<file path="src/rtl/audio_cfg_pkg.sv">
package audio_cfg_pkg;

  localparam int VOL_W  = 6;
  localparam int TONE_W = 4;
  localparam int BYTE_W = 8;

  typedef enum logic [1:0] {
    PH_IDLE = 2'd0,
    PH_ADDR = 2'd1,
    PH_SUB  = 2'd2,
    PH_DATA = 2'd3
  } rx_phase_e;

  localparam logic [BYTE_W-1:0] SA_VOL_L  = 8'h00;
  localparam logic [BYTE_W-1:0] SA_VOL_R  = 8'h01;
  localparam logic [BYTE_W-1:0] SA_BASS   = 8'h02;
  localparam logic [BYTE_W-1:0] SA_TREB   = 8'h03;
  localparam logic [BYTE_W-1:0] SA_SWITCH = 8'h08;

  // Subaddress stepping: 0..3 linear, 3 jumps to 8, 8 and above hold.
  function automatic logic [BYTE_W-1:0] next_sub(input logic [BYTE_W-1:0] sa);
    if (sa == SA_TREB)        return SA_SWITCH;
    else if (sa < SA_SWITCH)  return sa + 8'd1;
    else                      return sa;
  endfunction

endpackage

</file>
<file path="src/rtl/i2c_line_sync.sv">
module i2c_line_sync #(
  parameter int SYNC_STAGES = 2
) (
  input  logic clk,
  input  logic rst_n,
  input  logic scl_i,
  input  logic sda_i,
  output logic sda_s,
  output logic scl_rise,
  output logic scl_fall,
  output logic start_evt,
  output logic stop_evt,
  output logic busy
);

  logic [SYNC_STAGES-1:0] scl_st;
  logic [SYNC_STAGES-1:0] sda_st;
  logic scl_s, scl_d, sda_d;

  genvar g;
  generate
    for (g = 0; g < SYNC_STAGES; g++) begin : g_stage
      always_ff @(posedge clk or negedge rst_n) begin
        if (!rst_n) begin
          scl_st[g] <= 1'b1;
          sda_st[g] <= 1'b1;
        end else if (g == 0) begin
          scl_st[g] <= scl_i;
          sda_st[g] <= sda_i;
        end else begin
          scl_st[g] <= scl_st[(g == 0) ? 0 : g-1];
          sda_st[g] <= sda_st[(g == 0) ? 0 : g-1];
        end
      end
    end
  endgenerate

  assign scl_s = scl_st[SYNC_STAGES-1];
  assign sda_s = sda_st[SYNC_STAGES-1];

  always_ff @(posedge clk or negedge rst_n) begin
    if (!rst_n) begin
      scl_d <= 1'b1;
      sda_d <= 1'b1;
      busy  <= 1'b0;
    end else begin
      scl_d <= scl_s;
      sda_d <= sda_s;
      if (start_evt)     busy <= 1'b1;
      else if (stop_evt) busy <= 1'b0;
    end
  end

  assign scl_rise  = scl_s & ~scl_d;
  assign scl_fall  = ~scl_s & scl_d;
  assign start_evt = scl_s & scl_d & sda_d & ~sda_s;
  assign stop_evt  = scl_s & scl_d & ~sda_d & sda_s;


  start_stop_excl_chk: assert property (@(posedge clk) disable iff (!rst_n)
    !(start_evt && stop_evt));


  busy_follows_start_chk: assert property (@(posedge clk) disable iff (!rst_n)
    start_evt |=> busy);

endmodule

</file>
<file path="src/rtl/i2c_byte_rx.sv">
module i2c_byte_rx
  import audio_cfg_pkg::*;
#(
  parameter logic [6:0] DEV_ADDR = 7'b1000001
) (
  input  logic              clk,
  input  logic              rst_n,
  input  logic              sda_s,
  input  logic              scl_rise,
  input  logic              scl_fall,
  input  logic              start_evt,
  input  logic              stop_evt,
  output logic              byte_stb,
  output rx_phase_e         byte_kind,
  output logic [BYTE_W-1:0] byte_data,
  output logic              ack_oe
);

  localparam int CNT_W = $clog2(BYTE_W + 1);
  localparam logic [CNT_W-1:0] FULL = CNT_W'(BYTE_W);

  rx_phase_e         phase;
  logic [CNT_W-1:0]  bit_cnt;
  logic [BYTE_W-1:0] shreg;

  always_ff @(posedge clk or negedge rst_n) begin
    if (!rst_n) begin
      phase     <= PH_IDLE;
      bit_cnt   <= '0;
      shreg     <= '0;
      ack_oe    <= 1'b0;
      byte_stb  <= 1'b0;
      byte_kind <= PH_IDLE;
    end else begin
      byte_stb <= 1'b0;
      if (start_evt) begin
        phase   <= PH_ADDR;
        bit_cnt <= '0;
        ack_oe  <= 1'b0;
      end else if (stop_evt) begin
        phase   <= PH_IDLE;
        bit_cnt <= '0;
        ack_oe  <= 1'b0;
      end else if (phase != PH_IDLE) begin
        if (scl_rise) begin
          if (bit_cnt < FULL) begin
            shreg   <= {shreg[BYTE_W-2:0], sda_s};
            bit_cnt <= bit_cnt + 1'b1;
          end else begin
            bit_cnt <= '0;
          end
        end else if (scl_fall) begin
          if (ack_oe) begin
            ack_oe <= 1'b0;
          end else if (bit_cnt == FULL) begin
            unique case (phase)
              PH_ADDR: begin
                if (shreg == {DEV_ADDR, 1'b0}) begin
                  ack_oe <= 1'b1;
                  phase  <= PH_SUB;
                end else begin
                  phase  <= PH_IDLE;
                end
              end
              PH_SUB: begin
                ack_oe    <= 1'b1;
                phase     <= PH_DATA;
                byte_stb  <= 1'b1;
                byte_kind <= PH_SUB;
              end
              default: begin
                ack_oe    <= 1'b1;
                byte_stb  <= 1'b1;
                byte_kind <= PH_DATA;
              end
            endcase
          end
        end
      end
    end
  end

  assign byte_data = shreg;


  ack_on_fall_chk: assert property (@(posedge clk) disable iff (!rst_n)
    $rose(ack_oe) |-> $past(scl_fall));


  start_restarts_chk: assert property (@(posedge clk) disable iff (!rst_n)
    start_evt |=> (phase == PH_ADDR && bit_cnt == '0 && !ack_oe));


  bitcnt_bound_chk: assert property (@(posedge clk) disable iff (!rst_n)
    bit_cnt <= FULL);


  idle_no_ack_chk: assert property (@(posedge clk) disable iff (!rst_n)
    (phase == PH_IDLE && !ack_oe) |=> !$rose(ack_oe));

endmodule

</file>
<file path="src/rtl/audio_ctrl_regs.sv">
module audio_ctrl_regs
  import audio_cfg_pkg::*;
(
  input  logic              clk,
  input  logic              rst_n,
  input  logic              byte_stb,
  input  rx_phase_e         byte_kind,
  input  logic [BYTE_W-1:0] byte_data,
  output logic [VOL_W-1:0]  vol_l,
  output logic [VOL_W-1:0]  vol_r,
  output logic [TONE_W-1:0] bass,
  output logic [TONE_W-1:0] treble,
  output logic              mute,
  output logic [1:0]        src_sel,
  output logic [1:0]        fx_mode,
  output logic              fx_err
);

  localparam logic [VOL_W-1:0]  VOL_RST  = VOL_W'(6'h1B);
  localparam logic [TONE_W-1:0] TONE_RST = TONE_W'(4'h6);
  localparam logic [1:0]        FX_BAD   = 2'b01;

  logic [BYTE_W-1:0] sub_q;
  logic              wr_data, wr_switch;
  logic [1:0]        fx_new;

  assign wr_data   = byte_stb && (byte_kind == PH_DATA);
  assign wr_switch = wr_data && (sub_q == SA_SWITCH);
  assign fx_new    = {byte_data[3], byte_data[4]};

  always_ff @(posedge clk or negedge rst_n) begin
    if (!rst_n) begin
      sub_q   <= SA_VOL_L;
      vol_l   <= VOL_RST;
      vol_r   <= VOL_RST;
      bass    <= TONE_RST;
      treble  <= TONE_RST;
      mute    <= 1'b1;
      src_sel <= 2'b11;
      fx_mode <= 2'b10;
      fx_err  <= 1'b0;
    end else if (byte_stb) begin
      if (byte_kind == PH_SUB) begin
        sub_q <= byte_data;
      end else begin
        sub_q <= next_sub(sub_q);
        case (sub_q)
          SA_VOL_L: vol_l  <= byte_data[VOL_W-1:0];
          SA_VOL_R: vol_r  <= byte_data[VOL_W-1:0];
          SA_BASS:  bass   <= byte_data[TONE_W-1:0];
          SA_TREB:  treble <= byte_data[TONE_W-1:0];
          SA_SWITCH: begin
            mute    <= byte_data[5];
            src_sel <= byte_data[2:1];
            if (fx_new == FX_BAD) fx_err  <= 1'b1;
            else                  fx_mode <= fx_new;
          end
          default: ;
        endcase
      end
    end
  end


  fx_never_bad_chk: assert property (@(posedge clk) disable iff (!rst_n)
    fx_mode != FX_BAD);


  err_sticky_chk: assert property (@(posedge clk) disable iff (!rst_n)
    fx_err |=> fx_err);


  mute_only_switch_chk: assert property (@(posedge clk) disable iff (!rst_n)
    !$stable(mute) |-> $past(wr_switch));


  sub_holds_at_switch_chk: assert property (@(posedge clk) disable iff (!rst_n)
    wr_switch |=> (sub_q == SA_SWITCH));

endmodule

</file>
<file path="src/rtl/audio_cfg_i2c_slave.sv">
module audio_cfg_i2c_slave
  import audio_cfg_pkg::*;
#(
  parameter logic [6:0] DEV_ADDR    = 7'b1000001,
  parameter int         SYNC_STAGES = 2
) (
  input  logic        clk,
  input  logic        rst_n,
  input  logic        scl_i,
  input  logic        sda_i,
  output logic        sda_pull_o,
  output logic        bus_busy_o,
  output logic [5:0]  vol_left_o,
  output logic [5:0]  vol_right_o,
  output logic [3:0]  bass_o,
  output logic [3:0]  treble_o,
  output logic        mute_o,
  output logic [1:0]  source_sel_o,
  output logic [1:0]  fx_mode_o,
  output logic        fx_err_o
);

  logic              sda_s, scl_rise, scl_fall, start_evt, stop_evt;
  logic              byte_stb;
  rx_phase_e         byte_kind;
  logic [BYTE_W-1:0] byte_data;

  i2c_line_sync #(.SYNC_STAGES(SYNC_STAGES)) u_sync (
    .clk(clk), .rst_n(rst_n), .scl_i(scl_i), .sda_i(sda_i),
    .sda_s(sda_s), .scl_rise(scl_rise), .scl_fall(scl_fall),
    .start_evt(start_evt), .stop_evt(stop_evt), .busy(bus_busy_o)
  );

  i2c_byte_rx #(.DEV_ADDR(DEV_ADDR)) u_rx (
    .clk(clk), .rst_n(rst_n), .sda_s(sda_s),
    .scl_rise(scl_rise), .scl_fall(scl_fall),
    .start_evt(start_evt), .stop_evt(stop_evt),
    .byte_stb(byte_stb), .byte_kind(byte_kind), .byte_data(byte_data),
    .ack_oe(sda_pull_o)
  );

  audio_ctrl_regs u_regs (
    .clk(clk), .rst_n(rst_n),
    .byte_stb(byte_stb), .byte_kind(byte_kind), .byte_data(byte_data),
    .vol_l(vol_left_o), .vol_r(vol_right_o),
    .bass(bass_o), .treble(treble_o),
    .mute(mute_o), .src_sel(source_sel_o),
    .fx_mode(fx_mode_o), .fx_err(fx_err_o)
  );

endmodule

</file>
<file path="config.mk">
export PLATFORM = sky130hd
export DESIGN_NAME = audio_cfg_i2c_slave
export DESIGN_NICKNAME = d
export VERILOG_FILES = /design/src/rtl/audio_cfg_pkg.sv /design/src/rtl/i2c_line_sync.sv /design/src/rtl/i2c_byte_rx.sv /design/src/rtl/audio_ctrl_regs.sv /design/src/rtl/audio_cfg_i2c_slave.sv
export SDC_FILE = /design/constraint.sdc
export NUM_CORES = 1
export LEC_CHECK = 0
export BUFFER_PORTS_ARGS = -buffer_cell sky130_fd_sc_hd__buf_2
export CAP_MARGIN = 20
export CORE_MARGIN = 3
export CORE_UTILIZATION = 57
export CTS_CLUSTER_DIAMETER = 60
export DETAILED_ROUTE_END_ITERATION = 8
export HOLD_SLACK_MARGIN = 0.03
export PLACE_DENSITY = 0.79
export SLEW_MARGIN = 5
export SYNTH_ARGS = -nofsm -noshare
export SYNTH_HDL_FRONTEND = slang
export SYNTH_SLANG_ARGS = --single-unit
</file>
<file path="constraint.sdc">
create_clock -name clk -period 3 [get_ports clk]
set_clock_uncertainty 0.15 [all_clocks]
set_input_delay 0.15 -clock clk [delete_from_list [all_inputs] [get_ports clk]]
set_output_delay 0.15 -clock clk [all_outputs]
set_load 0.005 [all_outputs]
</file>
* Yosys cells after proc, flatten, opt, wreduce, memory -nomap -nowiden
Index checks and enable logic that the tools add are counted.
** Operators by class
- Add/subtract/negate cells :: 2
- Multiply operators :: 0
- Div/mod/pow operators :: 0
- $lt $le $gt $ge :: 2
- Equality and inequality tests :: 12
- Shift-type cells :: 0
- Multiplexer cells :: 37
- Bitwise gates (word level) :: 18
- Reductions and logical operators :: 22
** Operators with widths (number)
- two-way mux 8 bit :: 3
- two-way mux 4 bit :: 5
- two-way mux 1 bit :: 19
- AND reduction 3 bit :: 6
- equality test 8 x 2 -> 1 bit, second input constant :: 2
- two-way mux 2 bit :: 8
- nonzero test 3 bit :: 5
- inverter 1 bit :: 11
- adder 8 x 1 -> 8 bit, second input constant :: 1
- equality test 8 x 1 -> 1 bit, second input constant :: 1
- equality test 8 x 4 -> 1 bit, second input constant :: 1
- equality test 8 bit, second input constant :: 1
- zero test 8 bit :: 1
- less-than comparator 8 x 4 -> 1 bit, second input constant :: 1
- one-hot mux 2 bit (2 select lines) :: 2
- AND reduction 4 bit :: 2
- AND reduction 8 bit :: 1
- AND 1 bit :: 7
- AND reduction 6 bit :: 1
- AND reduction 5 bit :: 1
- adder 4 x 1 -> 4 bit, second input constant :: 1
- equality test 2 x 1 -> 1 bit, second input constant :: 2
- equality test 2 bit, second input constant :: 2
- equality test 4 bit, second input constant :: 1
- 6 further kinds :: 8
** Storage, ports and cells
- Register bits after elaboration :: 59
- Bits in latches :: 0
- Bits in writable memories :: 0
- ROM bits :: 0
- Memories kept :: 0

* Depth between registers and ports, before layout
Gate-level depths: netlist of run 1.
- Depth after elaboration :: 10
- Gate-level depth with buffers :: 7
- Gate-level depth less buffers :: 6

* Hierarchy
Synthesis of run 1 repeated with hierarchy kept, for this count alone.
** Second synthesis, totals
- Cell total of the unflattened synthesis :: 199
- Area, all modules :: 2666.3 sq um
** Modules (own cells, without submodules)
- audio_ctrl_regs :: times used 1, cells an instance 106, area each 1500.2 sq um
- i2c_byte_rx :: times used 1, cells an instance 77, area each 919.6 sq um
- i2c_line_sync :: times used 1, cells an instance 16, area each 246.5 sq um

* Worst setup path after synthesis of run 1
OpenSTA, ideal clock, no wires.
- Kind :: register to register
- From :: register u_rx.phase[0]
- To :: register u_rx.shreg[2] (netlist: u_rx.byte_data[2])
- Library setup time :: 0.125 ns
- Arrival time :: 1.919 ns
- Required time :: 2.725 ns
- Setup slack :: 0.807 ns
- Stages on the path, launching flop included :: 6
- Path buffers :: 1
- Path through :: dfrtp_1 -> inv_1 -> ha_1 -> nor4_1 -> clkbuf_1 -> mux2_2
** On the way
- Word-level cells in the longest chain between the ends :: 2
** Ends and longest elaborated chain
- start: declaration :: line i2c_byte_rx.sv:22 : rx_phase_e phase;
- start signal: assignment :: line i2c_byte_rx.sv:28 : phase <= PH_IDLE;
- start signal: assignment :: line i2c_byte_rx.sv:37 : phase <= PH_ADDR;
- start signal: assignment :: line i2c_byte_rx.sv:41 : phase <= PH_IDLE;
- nonzero test 2 bit :: line i2c_byte_rx.sv:44 : end else if (phase != PH_IDLE) begin
- AND reduction 5 bit (no source line)
- end signal: assignment :: line i2c_byte_rx.sv:47 : shreg <= {shreg[BYTE_W-2:0], sda_s};
- end: declaration :: line i2c_byte_rx.sv:24 : logic [BYTE_W-1:0] shreg;
No other way between the ends.
A chain may end at the register's enable or synchronous reset.

* Final worst setup path of run 1
- From :: register u_regs.sub_q[5]
- To :: register u_regs.bass[3]
** On the way
- Word-level cells in the longest chain between the ends :: 2
** Ends and longest elaborated chain
- start: declaration :: line audio_ctrl_regs.sv:23 : logic [BYTE_W-1:0] sub_q;
- start signal: assignment :: line audio_ctrl_regs.sv:44 : sub_q <= byte_data;
- start signal: assignment :: line audio_ctrl_regs.sv:46 : sub_q <= next_sub(sub_q);
- equality test 8 x 2 -> 1 bit :: line audio_ctrl_regs.sv:47 : case (sub_q)
- AND reduction 3 bit (no source line)
- end signal: assignment :: line audio_ctrl_regs.sv:50 : SA_BASS: bass <= byte_data[TONE_W-1:0];
- end: declaration :: line audio_ctrl_regs.sv:11 : output logic [TONE_W-1:0] bass,
No other way between the ends.

==> summary.txt, run 1 <==
Timing
  • Final hold slack: between 0.2 and 0.25 ns
  • Count of pins over their slew limit: 0
  • Setup TNS: 0 ns
  • F_max: roughly 420 MHz
  • Worst-margin pin slew: 0.6849 ns
  • Setup Viol. Count Final: 0
  • Slew HR: a little over half
  • RSZ-0062 raised after global routing: false
  • Hold Violations, Final: 0
  • Min Tclk post-route: 2.368 ns
  • Tcrit/Tclk final: between 70% and 80%
  • Final Worst Setup Slack: between 0.6 and 0.7 ns

Detailed routing
  • Initial DRC count: 105
  • Post-DR vias/cell: 5.678
  • Routed WL per cell: between 15 and 20 um
  • Total Routed Length: ~4900 um
  • ANT nets after route: 0
  • DRT Pass-1 Iters: 4
  • Vias: around 1.7k
  • DRC: 0

Synthesis
  • Top post-synthesis cells by area: dfrtp_1, dfstp_2, mux2_2
  • Yosys top cell by area: dfrtp_1
  • Register area share after synthesis: 58.26%
  • Cell Area, Synth: approximately 2600 sq um
  • Count leader, synth: dfrtp_1
  • Yosys Warn Count: 0
  • Syn_nets: 215
  • Synth top area share: a little over a third
  • Top cells by count, synth: dfrtp_1, mux2_2, dfstp_2
  • Number of synthesized flops with an enable pin: 0
  • Mapped Cells: ~200
  • Avg Inst Size Synth: about 13 sq um
  • Synth cell types: 39
  • Post-synth ARST share: between 90% and 100%
  • Register bit total from synthesis: 59
  • Ys flop type: dfrtp_1

Die
  • Placeable Area: 4173 sq um
  • Starting density of the core: about 62%
  • DIE AREA: around 5400 sq um
  • Die W: approximately 73 um
  • IO Count: 32
  • Die height: roughly 73 um
  • Row cnt: 23

CTS
  • TritonCTS buffer count: 9
  • PostCTS Resize Cnt: 0
  • CTS Buffer Depth: 2
  • Clock Latency Late Sink: around 0.33 ns
  • Clk root buf: clkbuf_8
  • Clock sinks: between 50 and 60
  • CTS clk-pin slew, worst paths: roughly 0.06 ns
  • CTS H-tree depth: 3
  • CTS tree: done

Cells and area
  • Final #Nets: ~250
  • Area Growth Syn to Fin: 15.37%
  • Area occupied by multi-input gates: 989.7 sq um
  • Fillcell total: around 280
  • Post-route cell area: roughly 3000 sq um
  • Layout cells sized above 1: between 40% and 50%
  • Core Util, Final: 71.36%
  • N_diodes: 0
  • Register area: between 1500 and 2000 sq um

Critical path
  • Worst Path Required: between 3 and 4 ns
  • Setup Crit Path Kind: register to register
  • Worst path cell trace: or4_1, nor3_2, and3_1, mux2_2
  • Worst-path maximum fanout: 6
  • CP Launch Type: register
  • Critical Path End Type: register
  • Crit path arrival time: 2.42 ns
  • Critical path's slowest cell: or4_1
  • Delay of the slowest critical-path stage: roughly 0.64 ns

Global route
  • Gr usage total: 20.97%
  • Antenna violations before repair: 0
  • Grt ovf: 0
  • Global-route wire length before repair: around 8400 um
  • Vias in the first global route: approximately 1.8k
  • Pin count of the biggest net entering global routing: 33

Run status
  • Status: finished, final reports clean

Placed design
  • Pre-CTS WS: 0.6853 ns
  • Cell Area, Placed: 2775 sq um
  • GP Congestion: about 0.82
  • # port buffers: 31
  • Dpl hpwl: about 3300 um

Power and ir drop
  • Leak: between 0.001 and 0.0015 uW
  • Pwr Density: about 600 nW/um^2
  • Max VDD drop: between 0.0004 and 0.0005 V

Run
  • Max-cap violations: 0

Min path
  • Hold Crit Class: register to register
[critical path, delay by kind of cell (launching register included)]
kind	cells	cell delay (ns)
DFF	1	0.38
and+or+nand+nor	3	1.35
muxes	1	0.37
[through the flow]
step,power (uW),std cells
after floorplan,1056,202
after global placement,1138,276
after detailed placement,1145,276
after CTS,1774,295
after global routing,1848,295
final,1763,295
[state kept, by name (all words and copies together) (netlist names), 2 cells and up]
| signal | count |
|---|---|
| u_regs.sub_q | 8 |
| u_rx.byte_kind | 2 |
| u_regs.bass | 4 |
| u_regs.fx_mode | 2 |
| u_rx.phase | 2 |
| u_regs.vol_r | 6 |
| u_regs.vol_l | 6 |
| u_regs.src_sel | 2 |
| u_rx.byte_data | 8 |
| u_regs.treble | 4 |
| u_rx.bit_cnt | 4 |
[cell type report]
| class | instances | area share (%) |
|---|---|---|
| Tap cell | 50 | 2.101 |
| Multi-Input combinational cell | 121 | 33.24 |
| Inverter | 13 | 1.639 |
| Timing Repair Buffer | 36 | 6.723 |
| Clock buffer | 14 | 5.462 |
| Sequential cell | 59 | 50.50 |
| Clock inverter | 2 | 0.3361 |
[logic make-up (layout without fill, tap and decap cells)]
kind of cell	count (synthesis)	in the layout	synth area share (%)
AOI/OAI and AO/OA	33	33	8.289
xor gates and xnor gates	1	1	0.3394
adders and majority gates	9	9	4.363
muxes	34	34	15.17
buffers and inverters	22	65	3.635
DFF	59	59	58.26
and+or+nand+nor	44	44	9.937
[power breakdown]
group,internal (uW),switching (uW),total (uW)
Clock,343,285,628
Combinational,74.6,74.2,149
Sequential,866,121,987
Total,1280,480,1760
[routing by layer]
metal | up-vias | global-route usage (%) | routed length, um
met5 | - | 0 | 0
met4 | 0 | 9.658 | 46
met3 | 6 | 4.241 | 256
met2 | 41 | 31.68 | 2349
met1 | 838 | 29.36 | 2297
li1 | 790 | - | -
[placed cells by master (no fill, tap or decap), drive strengths merged, types with 2 or more instances in the layout]
cell and n:
and3 5, a21oi 5, nand2 9, dlygate4sd3 3, nor2b 3, nand2b 5
nand4 2, nand3 3, ha 9, clkbuf 14, mux2i 2, a211oi 2
mux2 32, or4 2, dfrtp 37, dfstp 22, buf 33, nor2 5
o21ai 14, nor4 3, inv 13, a31o 2, nor3b 3, clkinv 2
a32o 2
[path summary, 6_finish.rpt]
kind	end	slack, ns	cells after the start	startpoint
worst max-delay path	u_regs.bass[3]	0.63	4	u_regs.sub_q[5]
worst min-delay path	u_sync.scl_s	0.21	0	u_sync.scl_st[0]
max in group asynchronous	u_regs.vol_l[4]	1.58	3	rst_n
worst min register to register	u_sync.scl_s	0.21	0	u_sync.scl_st[0]
min in group asynchronous	u_rx.bit_cnt[0]	0.25	2	rst_n
worst max register to register	u_regs.bass[3]	0.63	4	u_regs.sub_q[5]
[repair_timing]
action / 4_1_cts / 5_1_grt
hold buffers: 3 / 0
hold endpoints to repair: 19 / 0
buffers inserted: 0 / 0
No activity file was read; power rests on OpenSTA's default activity.
==> run 2, diff against run 1 <==
- clock period: 3 -> 2.5 ns (I/O delays scaled with it)
==> summary.txt, run 2 (synthesized netlist as in run 1, its figures left out) <==
Timing
  • Tcrit/Tclk final: 95.29% (+16 points)
  • Setup Viol. Count Final: 0 (unchanged)
  • Count of pins over their slew limit: 0 (unchanged)
  • RSZ-0062 raised after global routing: false
  • F_max: 419.8 MHz (-0.60%)
  • Final hold slack: 0.1226 ns (-0.08375 ns)
  • Final Worst Setup Slack: 0.1179 ns (-0.5142 ns)
  • Hold Violations, Final: 0 (unchanged)
  • Min Tclk post-route: 2.382 ns (+0.01421 ns)
  • Slew HR: 61.70% (+7.4 points)
  • Worst-margin pin slew: 0.5693 ns (-0.1156 ns)
  • Setup TNS: 0 ns (unchanged)

Detailed routing
  • Initial DRC count: 87 (-17%)
  • ANT nets after route: 0 (unchanged)
  • Vias: 1704 (+1.7%)
  • Total Routed Length: 4839 um (-2.2%)
  • DRT Pass-1 Iters: 4 (unchanged)
  • Post-DR vias/cell: 5.718 (+0.71%)
  • DRC: 0 (unchanged)
  • Routed WL per cell: 16.24 um (-3.2%)

Critical path
  • CP Launch Type: register
  • Critical path's slowest cell: or4_1
  • Worst-path maximum fanout: 6 (unchanged)
  • Crit path arrival time: 2.45 ns (+0.03 ns)
  • Worst Path Required: 2.57 ns (-0.48 ns)
  • Critical Path End Type: register
  • Setup Crit Path Kind: register to register
  • Delay of the slowest critical-path stage: 0.66 ns (+0.02 ns)
  • Worst path cell trace: or4_1, nor3_2, and3_1, mux2_2

Global route
  • Global-route wire length before repair: 8514 um (+1.4%)
  • Pin count of the biggest net entering global routing: 25 (-24%)
  • Vias in the first global route: 1779 (+1.5%)
  • Antenna violations before repair: 0 (unchanged)
  • Grt ovf: 0 (unchanged)
  • Gr usage total: 21.40% (+0.43 points)

Die
  • IO Count: 32 (unchanged)
  • Die height: 73.30 um (unchanged)
  • DIE AREA: 5372 sq um (unchanged)
  • Starting density of the core: 61.86% (unchanged)
  • Die W: 73.30 um (unchanged)
  • Row cnt: 23 (unchanged)
  • Placeable Area: 4173 sq um (unchanged)

Cells and area
  • Area Growth Syn to Fin: 15.90%
  • Commonest non-fill, non-tap cell in the layout: dfrtp_1
  • Fillcell total: 290 (+5.5%)
  • Core Util, Final: 71.69% (+0.33 points)
  • N_diodes: 0 (unchanged)
  • Area occupied by multi-input gates: 989.7 sq um (unchanged)
  • Final #Nets: 256 (+1.2%)
  • Layout cells sized above 1: 43.95% (+0.69 points)
  • Commonest non-fill, non-tap cells in the layout: dfrtp_1, buf_2, mux2_2
  • Register area: 1504 sq um (unchanged)

CTS
  • CTS tree: done
  • Post-CTS Hold Buffers: 3 (unchanged)
  • Setup bufs post-CTS: 0 (unchanged)
  • CTS H-tree depth: 3 (unchanged)
  • Clock Latency Late Sink: 0.34 ns (about the same)
  • TritonCTS buffer count: 9 (unchanged)
  • CTS Buffer Depth: 2 (unchanged)
  • Clock sinks: 59 (unchanged)
  • PostCTS Resize Cnt: 0 (unchanged)
  • CTS clk-pin slew, worst paths: 0.07 ns (about the same)
  • Clk root buf: clkbuf_8

Placed design
  • GP Congestion: 0.8595 (+4.2%)
  • # port buffers: 31 (unchanged)
  • Pre-CTS WS: 0.1396 ns (-0.5457 ns)
  • Dpl hpwl: 3355 um (+1.1%)

Run
  • Max-cap violations: 0 (unchanged)

Min path
  • Hold Crit Class: primary input to async pin

Run status
  • Status: finished, final reports clean

Power and ir drop
  • Max VDD drop: 0.0004328 V (+7.0%)
  • Pwr Density: 699.3 nW/um^2 (+18%)
  • Leak: 0.001483 uW (+0.83%)
[run 2: cell count changes in the layout (fill, tap and decap cells not counted)]
| cell | previous run | this run |
|---|---|---|
| buf_4 | 2 | 5 |
| clkbuf_8 | 11 | 10 |
| clkinv_2 | 2 | 3 |
[run 2: area by class of cell]
cell class,count,share of cell area [%]
sequential,59,50.27
multi-input combinational,121,33.08
timing repair buffer,39,7.445
clock buffer,13,4.977
tap,50,2.091
inverter,13,1.631
clock inverter,3,0.5019
[run 2: worst max-delay path: cells and delay by family (launching register included)]
kind | cells | cell delay (ns)
multiplexers | 1 | 0.35
AND/OR/NAND/NOR | 3 | 1.36
flip-flops | 1 | 0.38
[run 2: path summary, 6_finish.rpt]
path                                  startpoint  slack, ns               end  depth (start not counted)
worst max-delay path             u_regs.sub_q[5]       0.12    u_regs.bass[0]                          4
worst min register to register  u_sync.sda_st[0]       0.21      u_sync.sda_s                          0
worst max register to register   u_regs.sub_q[5]       0.12    u_regs.bass[0]                          4
worst min-delay path                       rst_n       0.12   u_regs.sub_q[4]                          2
max in group asynchronous                  rst_n       1.34  u_regs.treble[1]                          3
min in group clk                u_sync.sda_st[0]       0.21      u_sync.sda_s                          0
[run 2: through the flow]
step	cell area (sq um)	total power, uW	cells
after floorplan	2581	1267	202
after global placement	2798	1368	279
after detailed placement	2798	1375	279
after CTS	2992	2111	298
after global routing	2992	2198	298
final	2992	2092	298
[run 2: power breakdown]
| part | switching (uW) | internal [uW] | total (uW) |
|---|---|---|---|
| logic | 91.3 | 92.3 | 184 |
| clock network | 345 | 382 | 728 |
| registers | 142 | 1040 | 1180 |
[run 2: per-layer routing]
metal	vias to the layer above	track usage [%]	wire length (um)
li1	805	-	-
met1	844	30.91	2341
met2	45	30.29	2197
met3	10	5.335	209
met4	0	10.46	90
met5	-	0	0
==> run 3, diff against run 2 <==
- PLACE_DENSITY: 0.79 -> 0.78
- SYNTH_HIERARCHICAL: default -> 1
==> summary.txt, run 3 <==
Run status
  • Status: finished, final reports clean

CTS
  • Clock sinks: 59 (unchanged)
  • CTS tree: done
  • CTS Buffer Depth: 2 (unchanged)
  • Clock Latency Late Sink: 0.33 ns (about the same)
  • CTS clk-pin slew, worst paths: 0.06 ns (about the same)
  • Post-CTS Hold Buffers: 3 (unchanged)
  • Setup bufs post-CTS: 0 (unchanged)
  • Clk root buf: clkbuf_8
  • CTS H-tree depth: 3 (unchanged)
  • PostCTS Resize Cnt: 0 (unchanged)
  • TritonCTS buffer count: 9 (unchanged)

Critical path
  • Family with the most delay on the worst path: simple AND/OR/NAND/NOR gates
  • Crit path arrival time: 2.37 ns (-0.08 ns)
  • FF-to-FF End: u_regs/vol_l[5]
  • Worst path cell trace: or4_1, nor4_4, nand2_1, mux2_2
  • CP Capture Point: u_regs/vol_l[5]
  • Setup Crit Path Kind: register to register
  • Register-to-Register Path Depth: 4 (unchanged)
  • CP Launch Type: register
  • R2R Setup Slk: 0.20 ns (+0.08 ns)
  • CP startpoint: u_regs/sub_q[4]
  • Crit Reg-Reg Startpoint: u_regs/sub_q[4]
  • Crit path buf inv count: 0 (unchanged)
  • Worst-path maximum fanout: 6 (unchanged)
  • Crit path depth: 4 (unchanged)
  • Critical Path End Type: register
  • Worst Path Required: 2.57 ns (about the same)
  • Delay of the slowest critical-path stage: 0.68 ns (+0.02 ns)
  • Critical path's slowest cell: or4_1

Die
  • Die height: 74.40 um (+1.5%)
  • DIE AREA: 5535 sq um (+3.0%)
  • Die W: 74.40 um (+1.5%)
  • Row cnt: 24 (+4.3%)
  • IO Count: 32 (unchanged)
  • Starting density of the core: 59.99% (-1.9 points)
  • Placeable Area: 4444 sq um (+6.5%)

Synthesis
  • Syn_nets: 212 (-1.4%)
  • Number of synthesized flops with an enable pin: 0 (unchanged)
  • Top cells by count, synth: dfrtp_1, mux2_2, dfstp_2
  • Yosys Warn Count: 6 (+6)
  • Count leader, synth: dfrtp_1
  • Register area share after synthesis: 56.41% (-1.9 points)
  • Synth cell types: 44 (+13%)
  • Ys flop type: dfrtp_1
  • Top post-synthesis cells by area: dfrtp_1, dfstp_2, mux2_2
  • Synth top area share: 34.73% (-1.1 points)
  • Cell Area, Synth: 2666 sq um (+3.3%)
  • Avg Inst Size Synth: 13.40 sq um (+4.9%)
  • Post-synth ARST share: 100.0% (unchanged)
  • Register bit total from synthesis: 59 (unchanged)
  • Yosys top cell by area: dfrtp_1
  • Mapped Cells: 199 (-1.5%)

Cells and area
  • Fillcell total: 318 (+9.7%)
  • Fin cells: 300 (+0.67%)
  • Layout cells sized above 1: 49.60% (+5.6 points)
  • Commonest non-fill, non-tap cell in the layout: dfrtp_1
  • Register area: 1504 sq um (unchanged)
  • Core Util, Final: 69.76% (-1.9 points)
  • N_diodes: 0 (unchanged)
  • Area Growth Syn to Fin: 16.28%
  • Final #Nets: 256 (unchanged)
  • Commonest non-fill, non-tap cells in the layout: dfrtp_1, mux2_2, buf_2
  • Area occupied by multi-input gates: 1105 sq um (+12%)

Timing
  • Setup Viol. Count Final: 0 (unchanged)
  • Min Tclk post-route: 2.299 ns (-0.08342 ns)
  • RSZ-0062 raised after global routing: false
  • Worst-margin pin slew: 0.6248 ns (+0.05553 ns)
  • Slew HR: 58.35% (-3.4 points)
  • Count of pins over their slew limit: 0 (unchanged)
  • Hold Violations, Final: 0 (unchanged)
  • Tcrit/Tclk final: 91.95% (-3.3 points)
  • Setup TNS: 0 ns (unchanged)
  • F_max: 435.0 MHz (+3.6%)
  • Final hold slack: 0.1909 ns (+0.06837 ns)

Placed design
  • # port buffers: 31 (unchanged)
  • GP Congestion: 0.8618 (+0.27%)
  • Cells after DPL: 281 (+0.72%)
  • Dpl hpwl: 3250 um (-3.1%)

Run
  • Max-cap violations: 0 (unchanged)

Detailed routing
  • DRC: 0 (unchanged)
  • DRT Pass-1 Iters: 4 (unchanged)
  • Vias: 1669 (-2.1%)
  • Initial DRC count: 69 (-21%)
  • Routed WL per cell: 15.62 um (-3.8%)
  • Post-DR vias/cell: 5.563 (-2.7%)
  • ANT nets after route: 0 (unchanged)
  • Total Routed Length: 4686 um (-3.2%)

Power and ir drop
  • Pwr Density: 689.0 nW/um^2 (-1.5%)
  • Final Power: 2136 uW (+2.1%)
  • Leak: 0.001466 uW (-1.1%)
  • Max VDD drop: 0.0005844 V (+35%)

Global route
  • Vias in the first global route: 1698 (-4.6%)
  • Global-route wire length before repair: 7900 um (-7.2%)
  • Grt ovf: 0 (unchanged)
  • Antenna violations before repair: 0 (unchanged)
  • Gr usage total: 19.31% (-2.1 points)
  • Pin count of the biggest net entering global routing: 33 (+32%)

Min path
  • Hold Crit Class: primary input to async pin
[run 3: cell types whose count changed after synthesis, moves of 4 or more]
cell	change
and3_1	-5
mux2_2	+7
and2b_2	+4
clkbuf_1	-5
a21oi_1	+4
nand2_1	+6
o21ai_0	-11
[run 3: layout make-up]
| cell class | count | share of cell area, % |
|---|---|---|
| Sequential cell | 59 | 48.51 |
| Multi-Input combinational cell | 127 | 35.63 |
| Timing Repair Buffer | 35 | 6.618 |
| Clock buffer | 12 | 5.004 |
| Tap cell | 52 | 2.098 |
| Inverter | 11 | 1.332 |
| Clock inverter | 4 | 0.8071 |
[run 3: power breakdown]
part / total, uW / switching, uW / internal (uW) / leakage, uW
clock network: 762 / 353 / 410 / 0.0000884
registers: 1180 / 145 / 1030 / 0.000732
logic: 196 / 89.3 / 107 / 0.000646
[run 3: logic make-up after synthesis]
family / synth area share [%]
adders and majority gates: 4.223
DFF: 56.41
and+or+nand+nor: 14.31
AOI/OAI and AO/OA: 6.570
muxes: 16.33
buffers and inverters: 2.158
[run 3: metal layers]
layer | up-vias | share of wire [%] | global-route usage (%)
met4 | 0 | 2.2 | 11.26
li1 | 806 | - | -
met2 | 38 | 44 | 26.63
met1 | 814 | 50 | 27.36
met5 | - | 0 | 0
met3 | 11 | 3.8 | 5.135
[run 3: metrics by stage]
step / setup slack, ns / area (sq um)
3_5_place_dp: 0.2244 / 2890
6_report: 0.2013 / 3100
5_1_grt: 0.1019 / 3100
4_1_cts: 0.2132 / 3100
2_1_floorplan: 0.4277 / 2666
3_3_place_gp: 0.2839 / 2890
[run 3: worst min-delay path by stage]
stage | endpoint | slack (ns)
3_3_place_gp | u_regs/treble[3] | 0.03
5_1_grt | u_sync/sda_s | 0.21
3_5_place_dp | u_regs/treble[3] | 0.03
2_1_floorplan | u_regs/bass[0] | -0.32
4_1_cts | u_regs/sub_q[3] | 0.21
6_report | u_regs/bass[3] | 0.19
